**src/rtl/pfc_osc_pkg.sv**
```systemverilog
package pfc_osc_pkg;

    typedef enum logic {
        SRC_INTERNAL = 1'b0,
        SRC_EXTERNAL = 1'b1
    } osc_src_e;

    typedef struct packed {
        logic     start;
        osc_src_e src;
    } osc_step_t;

    function automatic logic [31:0] clog2_plus1(input int unsigned v);
        return 32'($clog2(v + 1));
    endfunction

endpackage

```
**src/rtl/pfc_osc_edge.sv**
```systemverilog
module pfc_osc_edge (
    input  logic clk,
    input  logic rst,
    input  logic ext_in,
    output logic rise
);
    logic [2:0] sh;

    always_ff @(posedge clk) begin
        if (rst) begin
            sh   <= '0;
            rise <= 1'b0;
        end else begin
            sh   <= {sh[1:0], ext_in};
            rise <= sh[1] & ~sh[2];
        end
    end
endmodule

```
**src/rtl/pfc_osc_lock_track.sv**
```systemverilog
module pfc_osc_lock_track #(
    parameter int unsigned LOCK_PULSES    = 6,
    parameter int unsigned TIMEOUT_CYCLES = 27000
) (
    input  logic clk,
    input  logic rst,
    input  logic sync_en,
    input  logic rise,
    output logic qualified,
    output logic expire
);
    localparam int unsigned LOCK_W = $clog2(LOCK_PULSES + 1);
    localparam int unsigned TMO_W  = $clog2(TIMEOUT_CYCLES + 1);
    localparam logic [LOCK_W-1:0] LOCK_MAX = LOCK_W'(LOCK_PULSES);
    localparam logic [TMO_W-1:0]  TMO_LAST = TMO_W'(TIMEOUT_CYCLES - 1);

    logic [LOCK_W-1:0] edges_q;
    logic [TMO_W-1:0]  quiet_q;

    assign expire    = !rise && (quiet_q == TMO_LAST);
    assign qualified = sync_en && (edges_q == LOCK_MAX);

    always_ff @(posedge clk) begin
        if (rst) begin
            quiet_q <= '0;
        end else if (rise || expire) begin
            quiet_q <= '0;
        end else begin
            quiet_q <= quiet_q + 1'b1;
        end
    end

    always_ff @(posedge clk) begin
        if (rst || !sync_en || expire) begin
            edges_q <= '0;
        end else if (rise && edges_q != LOCK_MAX) begin
            edges_q <= edges_q + 1'b1;
        end
    end
endmodule

```
**src/rtl/pfc_osc_period_timer.sv**
```systemverilog
module pfc_osc_period_timer #(
    parameter int unsigned PERIOD_W   = 16,
    parameter int unsigned MIN_PERIOD = 8
) (
    input  logic                clk,
    input  logic                rst,
    input  logic                restart,
    input  logic [PERIOD_W-1:0] period_cycles,
    output logic                wrap
);
    localparam logic [PERIOD_W-1:0] MIN_P = PERIOD_W'(MIN_PERIOD);

    logic [PERIOD_W-1:0] count_q;
    logic [PERIOD_W-1:0] eff_period;

    always_comb begin
        eff_period = (period_cycles < MIN_P) ? MIN_P : period_cycles;
        wrap       = (count_q >= eff_period - 1'b1);
    end

    always_ff @(posedge clk) begin
        if (rst || restart) begin
            count_q <= '0;
        end else if (count_q != '1) begin
            count_q <= count_q + 1'b1;
        end
    end
endmodule

```
**src/rtl/pfc_cycle_osc.sv**
```systemverilog
module pfc_cycle_osc
    import pfc_osc_pkg::*;
#(
    parameter int unsigned PERIOD_W       = 16,
    parameter int unsigned MIN_PERIOD     = 8,
    parameter int unsigned LOCK_PULSES    = 6,
    parameter int unsigned TIMEOUT_CYCLES = 27000
) (
    input  logic                clk,
    input  logic                rst,
    input  logic                sync_en,
    input  logic                ext_clk,
    input  logic [PERIOD_W-1:0] period_cycles,
    output logic                cycle_start,
    output logic                locked
);
    logic      ext_rise;
    logic      qualified;
    logic      expire;
    logic      int_wrap;
    osc_step_t step_d;
    osc_src_e  src_q;

    pfc_osc_edge u_edge (
        .clk    (clk),
        .rst    (rst),
        .ext_in (ext_clk),
        .rise   (ext_rise)
    );

    pfc_osc_lock_track #(
        .LOCK_PULSES    (LOCK_PULSES),
        .TIMEOUT_CYCLES (TIMEOUT_CYCLES)
    ) u_track (
        .clk       (clk),
        .rst       (rst),
        .sync_en   (sync_en),
        .rise      (ext_rise),
        .qualified (qualified),
        .expire    (expire)
    );

    pfc_osc_period_timer #(
        .PERIOD_W   (PERIOD_W),
        .MIN_PERIOD (MIN_PERIOD)
    ) u_timer (
        .clk           (clk),
        .rst           (rst),
        .restart       (step_d.start),
        .period_cycles (period_cycles),
        .wrap          (int_wrap)
    );

    always_comb begin
        step_d = '{start: 1'b0, src: src_q};
        case (src_q)
            SRC_INTERNAL: begin
                step_d.start = int_wrap;
                if (int_wrap && qualified && !expire) begin
                    step_d.src = SRC_EXTERNAL;
                end
            end
            default: begin
                step_d.start = ext_rise && sync_en;
                if (!sync_en || expire) begin
                    step_d.src = SRC_INTERNAL;
                end
            end
        endcase
    end

    always_ff @(posedge clk) begin
        if (rst) begin
            cycle_start <= 1'b0;
            src_q       <= SRC_INTERNAL;
        end else begin
            cycle_start <= step_d.start;
            src_q       <= step_d.src;
        end
    end

    assign locked = (src_q == SRC_EXTERNAL);
endmodule

```
**config.mk**
```make
export PLATFORM = sky130hd
export DESIGN_NAME = pfc_cycle_osc
export DESIGN_NICKNAME = d
export VERILOG_FILES = /design/src/rtl/pfc_osc_pkg.sv /design/src/rtl/pfc_osc_edge.sv /design/src/rtl/pfc_osc_lock_track.sv /design/src/rtl/pfc_osc_period_timer.sv /design/src/rtl/pfc_cycle_osc.sv
export SDC_FILE = /design/constraint.sdc
export NUM_CORES = 1
export LEC_CHECK = 0
export ABC_AREA = 0
export BUFFER_PORTS_ARGS = -buffer_cell sky130_fd_sc_hd__buf_2
export CELL_PAD_IN_SITES_DETAIL_PLACEMENT = 1
export CELL_PAD_IN_SITES_GLOBAL_PLACEMENT = 2
export CORE_MARGIN = 3
export CORE_UTILIZATION = 36
export DETAILED_ROUTE_END_ITERATION = 8
export PLACE_DENSITY_LB_ADDON = 0.3
export SLEW_MARGIN = 0
export SYNTH_ARGS = -nofsm -noshare
export SYNTH_HDL_FRONTEND = slang
export SYNTH_SLANG_ARGS = --single-unit
```
**constraint.sdc**
```tcl
create_clock -name clk -period 5.3 [get_ports clk]
set_input_delay 1.06 -clock clk [delete_from_list [all_inputs] [get_ports clk]]
set_output_delay 1.06 -clock clk [all_outputs]
set_load 0.03 [all_outputs]
```
==> key figures, run 1 <==
Global routing
  – Largest net degree at the start of global routing: 23
  – Gr usage total: 15.14%
  – GRT Residual Overflow: 0
  – Vias in the first global route: 1970
  – First-pass GRT wire length: 9.273 mm
  – Initial antenna violation count: 0

Routing
  – WL met2: 2.479 mm
  – DRT met1 WL: 2.755 mm
  – Drt drc: 0
  – WL met3: 178 um
  – Vias: 2010
  – Number of antenna-violating nets in the routed design: 0
  – WL/cell: 14.70 um
  – Top Layer Used: met4
  – Vias per cell: 5.418
  – WL final: 5.452 mm
  – Initial DRT Pass Iterations: 4
  – 1st-iter DRT viols: 73

Floorplan
  – Die height: 87.11 um
  – Row cnt: 28
  – Die width: 87.11 um
  – Core footprint: 6131 um^2
  – Number of I/O pins: 22
  – Initial core utilization: 38.63%
  – Die area: 7588 um^2

Critical path
  – CP Class: in2reg
  – CP endpoint kind: flip-flop
  – CP max FO: 17
  – Worst Setup SP: period_cycles[11]
  – CP Launch Type: input pin
  – Critical Path AT: 4910 ps
  – WP data required: 5490 ps
  – Reg2reg start: u_timer.count_q[0]

Status
  – Outcome: completed

Final layout
  – Nets: 336
  – Finished Core Util: 43.29%
  – Antenna cells: 0
  – Most frequent cells in the layout: dfxtp_1, nor2_1, ha_1, buf_2, nor3_1
  – Layout cells sized above 1: 12.84%
  – Most common cell after layout, fill and taps aside: dfxtp_1
  – Syn-to-layout area delta: 12.04%

Pwr
  – Total power: 0.6109 mW
  – Peak supply drop: 0.1713 mV
  – Power Density: 230.2 nW/um^2
  – Total leakage power: 0.9820 nW

STA
  – Pins over their slew limit: 0
  – Tmin final: 4714 ps
  – Final Cycle Share: 88.95%
  – Fmax: 212.1 MHz
  – Setup TNS: 0 ps
  – Headroom to the max-slew limit: 40.68%
  – Worst slew pin tran: 867.4 ps
  – Final Skew: 4.703 ps
  – Final hold vios: 0
  – # setup viols final: 0
  – RSZ-0062 raised after global routing: no

Worst hold path
  – Worst Hold Launch: u_edge.sh[2]
  – Worst Hold Class: reg2reg

Clock network
  – Quantity of gates resized following cts: 0
  – CTS Hold Buffers Added: 0
  – CTS Buf Count: 5
  – Max clock buf depth: 2
  – Clock-pin slew on the worst setup and hold paths: 80 ps
  – H-Tree Depth: 2
  – Worst-Skew Late Latency: 290 ps
  – Root Buffer: clkbuf_8
  – Clock tree sinks: 40
  – Post-CTS setup buffers: 0
  – CTS tree: done

Placed design
  – Dpl hpwl: 4.212 mm
  – Placer congestion estimate: 0.7535
  – IO buf count: 21

Logic synthesis
  – Cells after Synth: 271
  – Post-synth top flop: dfxtp_1
  – Post-synthesis cell type count: 47
  – Post-Syn Area: 2369 um^2
  – Synthesis-stage register bit count: 40
  – Post-synthesis sequential area ratio: 33.81%
  – Post-synth EDFFs: 0
  – Warning count from the yosys run: 0
  – Mean area per synthesized cell: 8.740 um^2
  – Share of synthesized registers carrying an async set or reset: 0%
  – Syn_nets: 312

Job
  – Max-cap check violation count: 0
## metrics by stage
step	setup slack (ps)	instance area [um^2]	instances	hold WS (ps)
after floorplan	988.0	2369	271	367.4
after global placement	454.3	2542	363	374.9
after detailed placement	252.7	2542	363	379.1
after CTS	576.0	2654	371	391.4
after global routing	204.7	2654	371	408.0
final	585.6	2654	371	388.4
## worst paths after layout
path	cells past startpoint	to	slack (ps)
worst max-delay path	16	u_timer.count_q[12]	590
worst min-delay path	1	u_edge.rise	390
worst max register to register	8	u_timer.count_q[12]	2630
worst min register to register	1	u_edge.rise	390
## sequential cells by signal, summed over array words and instances, names as in the netlist
signal,flops
u_edge.rise,1
u_track.quiet_q,15
u_track.edges_q,3
u_edge.sh,3
cycle_start,1
u_timer.count_q,16
locked,1
## worst max-delay path, stage by stage
cell and delay (ps):
buf_2 110, nor4_1 440, nand4_1 320, nand2_1 190
ha_1 190, nor3b_1 330, nand3_1 230, nor3_1 230
xnor2_1 150, ha_1 270, a41o_1 250, a21oi_1 140
a2bb2oi_1 340, a32oi_4 150, buf_4 230, a2111oi_2 270
## report_power, final
group	total [mW]	switching (mW)	leakage (nW)	internal, mW
sequential	0.310	0.00495	0.324	0.306
combinational	0.0518	0.0298	0.604	0.0220
clock	0.249	0.109	0.0541	0.139
## routing by layer
metal  GRT usage (%)  vias up
met1           21.06      960
met3           3.122        7
li1                -     1028
met2           24.36       15
met4           2.929        0
met5               0        -
## synth_stat cells (3+ instances only)
library cell,n,area (um^2)
nor2_1,33,123.9
o21ai_0,8,40.04
nand4_1,10,62.56
a21oi_1,6,30.03
and3_1,3,18.77
nor2b_1,6,37.54
dfxtp_1,40,800.8
mux2i_1,3,30.03
ha_1,21,262.8
nor3_1,20,100.1
xor2_1,15,131.4
inv_1,7,26.28
nor4_1,7,43.79
xnor2_1,19,166.4
nand2_1,17,63.81
nand3_1,16,80.08
## cell families after synthesis
group           Yosys count  synth area share (%)
compound gates           31                 9.826
xor+xnor                 34                 12.57
fa+ha+maj                21                 11.09
buf+inv                  13                 2.800
flops                    40                 33.81
mux                       3                 1.268
simple gates            129                 28.63
## final cells by class
| cell class | instances | area, um^2 |
|---|---|---|
| repair buffers | 23 | 120.1 |
| fillers | 734 | 3477 |
| multi-input cells | 218 | 1501 |
| clock buffers | 5 | 68.82 |
| flip-flops and latches | 40 | 800.8 |
| well taps | 75 | 93.84 |
| inverters | 7 | 26.28 |
| clock inverters | 3 | 42.54 |
(Power assumes the default switching activity.)
==> inputs of run 2 (changes only) <==
==> constraint.sdc (replaced) <==
create_clock -name clk -period 5.3 [get_ports clk]
set_input_delay 0.795 -clock clk [delete_from_list [all_inputs] [get_ports clk]]
set_output_delay 0.795 -clock clk [all_outputs]
set_load 0.03 [all_outputs]
==> key figures, run 2 (synthesized netlist as in run 1, its figures left out) <==
STA
  – Tmin final: 4539 ps
  – RSZ-0062 raised after global routing: no
  – Fmax: 220.3 MHz
  – Hold_ws: 394.7 ps
  – Final Cycle Share: 85.64%
  – Worst slew pin tran: 695.5 ps
  – Final Skew: 5.052 ps
  – Final hold vios: 0
  – Setup TNS: 0 ps
  – Headroom to the max-slew limit: 52.43%
  – Pins over their slew limit: 0
  – # setup viols final: 0

Routing
  – Vias per cell: 5.398
  – Number of antenna-violating nets in the routed design: 0
  – WL/cell: 14.73 um
  – Initial DRT Pass Iterations: 4
  – WL final: 5.437 mm
  – Vias: 1992
  – 1st-iter DRT viols: 84
  – Drt drc: 0

Final layout
  – Most common cell after layout, fill and taps aside: dfxtp_1
  – # fillers: 757
  – Finished Core Util: 42.73%
  – Most frequent cells in the layout: dfxtp_1, nor2_1, ha_1, buf_2, nor3_1
  – Nets: 334
  – Syn-to-layout area delta: 10.62%
  – Largest regs: u_timer.count_q (16), u_track.quiet_q (15)
  – FF+latch area: 800.8 um^2
  – Max reg flops: 16
  – Area of the multi-input gates: 1501 um^2
  – Largest Register: u_timer.count_q
  – Layout cells sized above 1: 12.24%
  – Antenna cells: 0

Pwr
  – Total power: 0.5682 mW
  – Power Density: 216.9 nW/um^2
  – Peak supply drop: 0.1666 mV
  – Total leakage power: 0.9574 nW
  – NetSw: 0.1479 mW
  – Switching part of the total: 26.03%
  – Logic gate share of total power: 8.9%
  – P_int: 0.4203 mW
  – Reg power frac: 54.6%
  – Clk pwr share: 36.4%

Global routing
  – Gr usage total: 15.47%
  – Initial antenna violation count: 0
  – GRT Residual Overflow: 0
  – Largest net degree at the start of global routing: 23
  – First-pass GRT wire length: 9.515 mm
  – Vias in the first global route: 2014

Worst hold path
  – Worst Hold Class: reg2reg
  – Hold Crit Depth: 1

Critical path
  – Slowest CP cell: a32oi_4
  – Largest stage delay, worst path: 590 ps
  – Critical Path AT: 4690 ps
  – CP max FO: 17
  – Critical path buffers and inverters: 1
  – Crit path max-delay family: simple AND/OR/NAND/NOR gates
  – CP Launch Type: input pin
  – Critical-path cell list: buf_2, nor4_1, nand4_1, nand2_1, ha_1, nor3b_1, nand3_1, nor3_1, xnor2_1, ha_1, nand4_1, or4_4, a32oi_4, nor3_1
  – CP Class: in2reg
  – CP endpoint kind: flip-flop
  – Crit path depth: 14
  – Worst Reg-to-Reg Cells: 7
  – WP data required: 5450 ps

Floorplan
  – Core footprint: 6131 um^2
  – Die width: 87.11 um
  – Number of I/O pins: 22
  – Die height: 87.11 um
  – Die area: 7588 um^2
  – Initial core utilization: 38.63%
  – Row cnt: 28

Clock network
  – CTS Hold Buffers Added: 0
  – CTS tree: done
  – Root Buffer: clkbuf_8
  – Max clock buf depth: 2
  – Quantity of gates resized following cts: 0
  – Worst-Skew Late Latency: 290 ps
  – H-Tree Depth: 2
  – Clock-pin slew on the worst setup and hold paths: 80 ps
  – Clock tree sinks: 40
  – CTS Buf Count: 5
  – Post-CTS setup buffers: 0

Job
  – Max-cap check violation count: 0

Status
  – Outcome: completed

Placed design
  – Placer congestion estimate: 0.7495
  – Dpl hpwl: 4.329 mm
  – IO buf count: 21
==> run 2: changes by cell type in the layout (fill, tap and decap cells not counted), sizes merged <==
cell      delta
buf          -2
bufinv       -1
clkinvlp     +1
==> run 2: final timing paths <==
path	from	end	slack [ps]
worst max-delay path	period_cycles[6]	u_timer.count_q[4]	760
worst min-delay path	u_edge.sh[2]	u_edge.rise	390
worst max register to register	u_timer.count_q[0]	u_timer.count_q[12]	2760
worst min register to register	u_edge.sh[2]	u_edge.rise	390
==> run 2: area by class of cell <==
cell class / count / share of cell area (%)
tap: 75 / 3.582
sequential: 40 / 30.56
multi-input combinational: 218 / 57.31
inverter: 7 / 1.003
clock inverter: 3 / 0.9074
clock buffer: 5 / 2.627
timing repair buffer: 21 / 4.011
==> run 2: worst reg2reg max path: stages (launching register included) <==
cell,delay (ps)
dfxtp_1,380
inv_1,100
ha_1,290
nand2b_1,140
a2111oi_0,660
or4_4,270
a32oi_4,250
a2111oi_2,350
==> run 2: stage by stage <==
step                instances  worst slack [ps]  area (um^2)
detailed placement        361             416.3         2527
global route              369             341.8         2620
global placement          361             594.0         2527
floorplan                 271              1253         2369
CTS                       369             733.2         2620
finish                    369             761.3         2620
==> run 2: per-layer routing <==
metal	vias to the layer above	GRT usage [%]	wire length, um
met4	0	2.929	36
li1	1021	-	-
met1	954	21.34	2705
met5	-	0	0
met3	5	2.838	103
met2	12	25.33	2591
==> run 2: power by group through the flow <==
stage               Combinational, mW  Clock [mW]  Sequential (mW)
finish                         0.0508       0.207            0.311
global route                   0.0591       0.230            0.312
CTS                            0.0522       0.215            0.311
detailed placement             0.0517           0            0.318
global placement               0.0500           0            0.318
floorplan                      0.0319           0            0.316
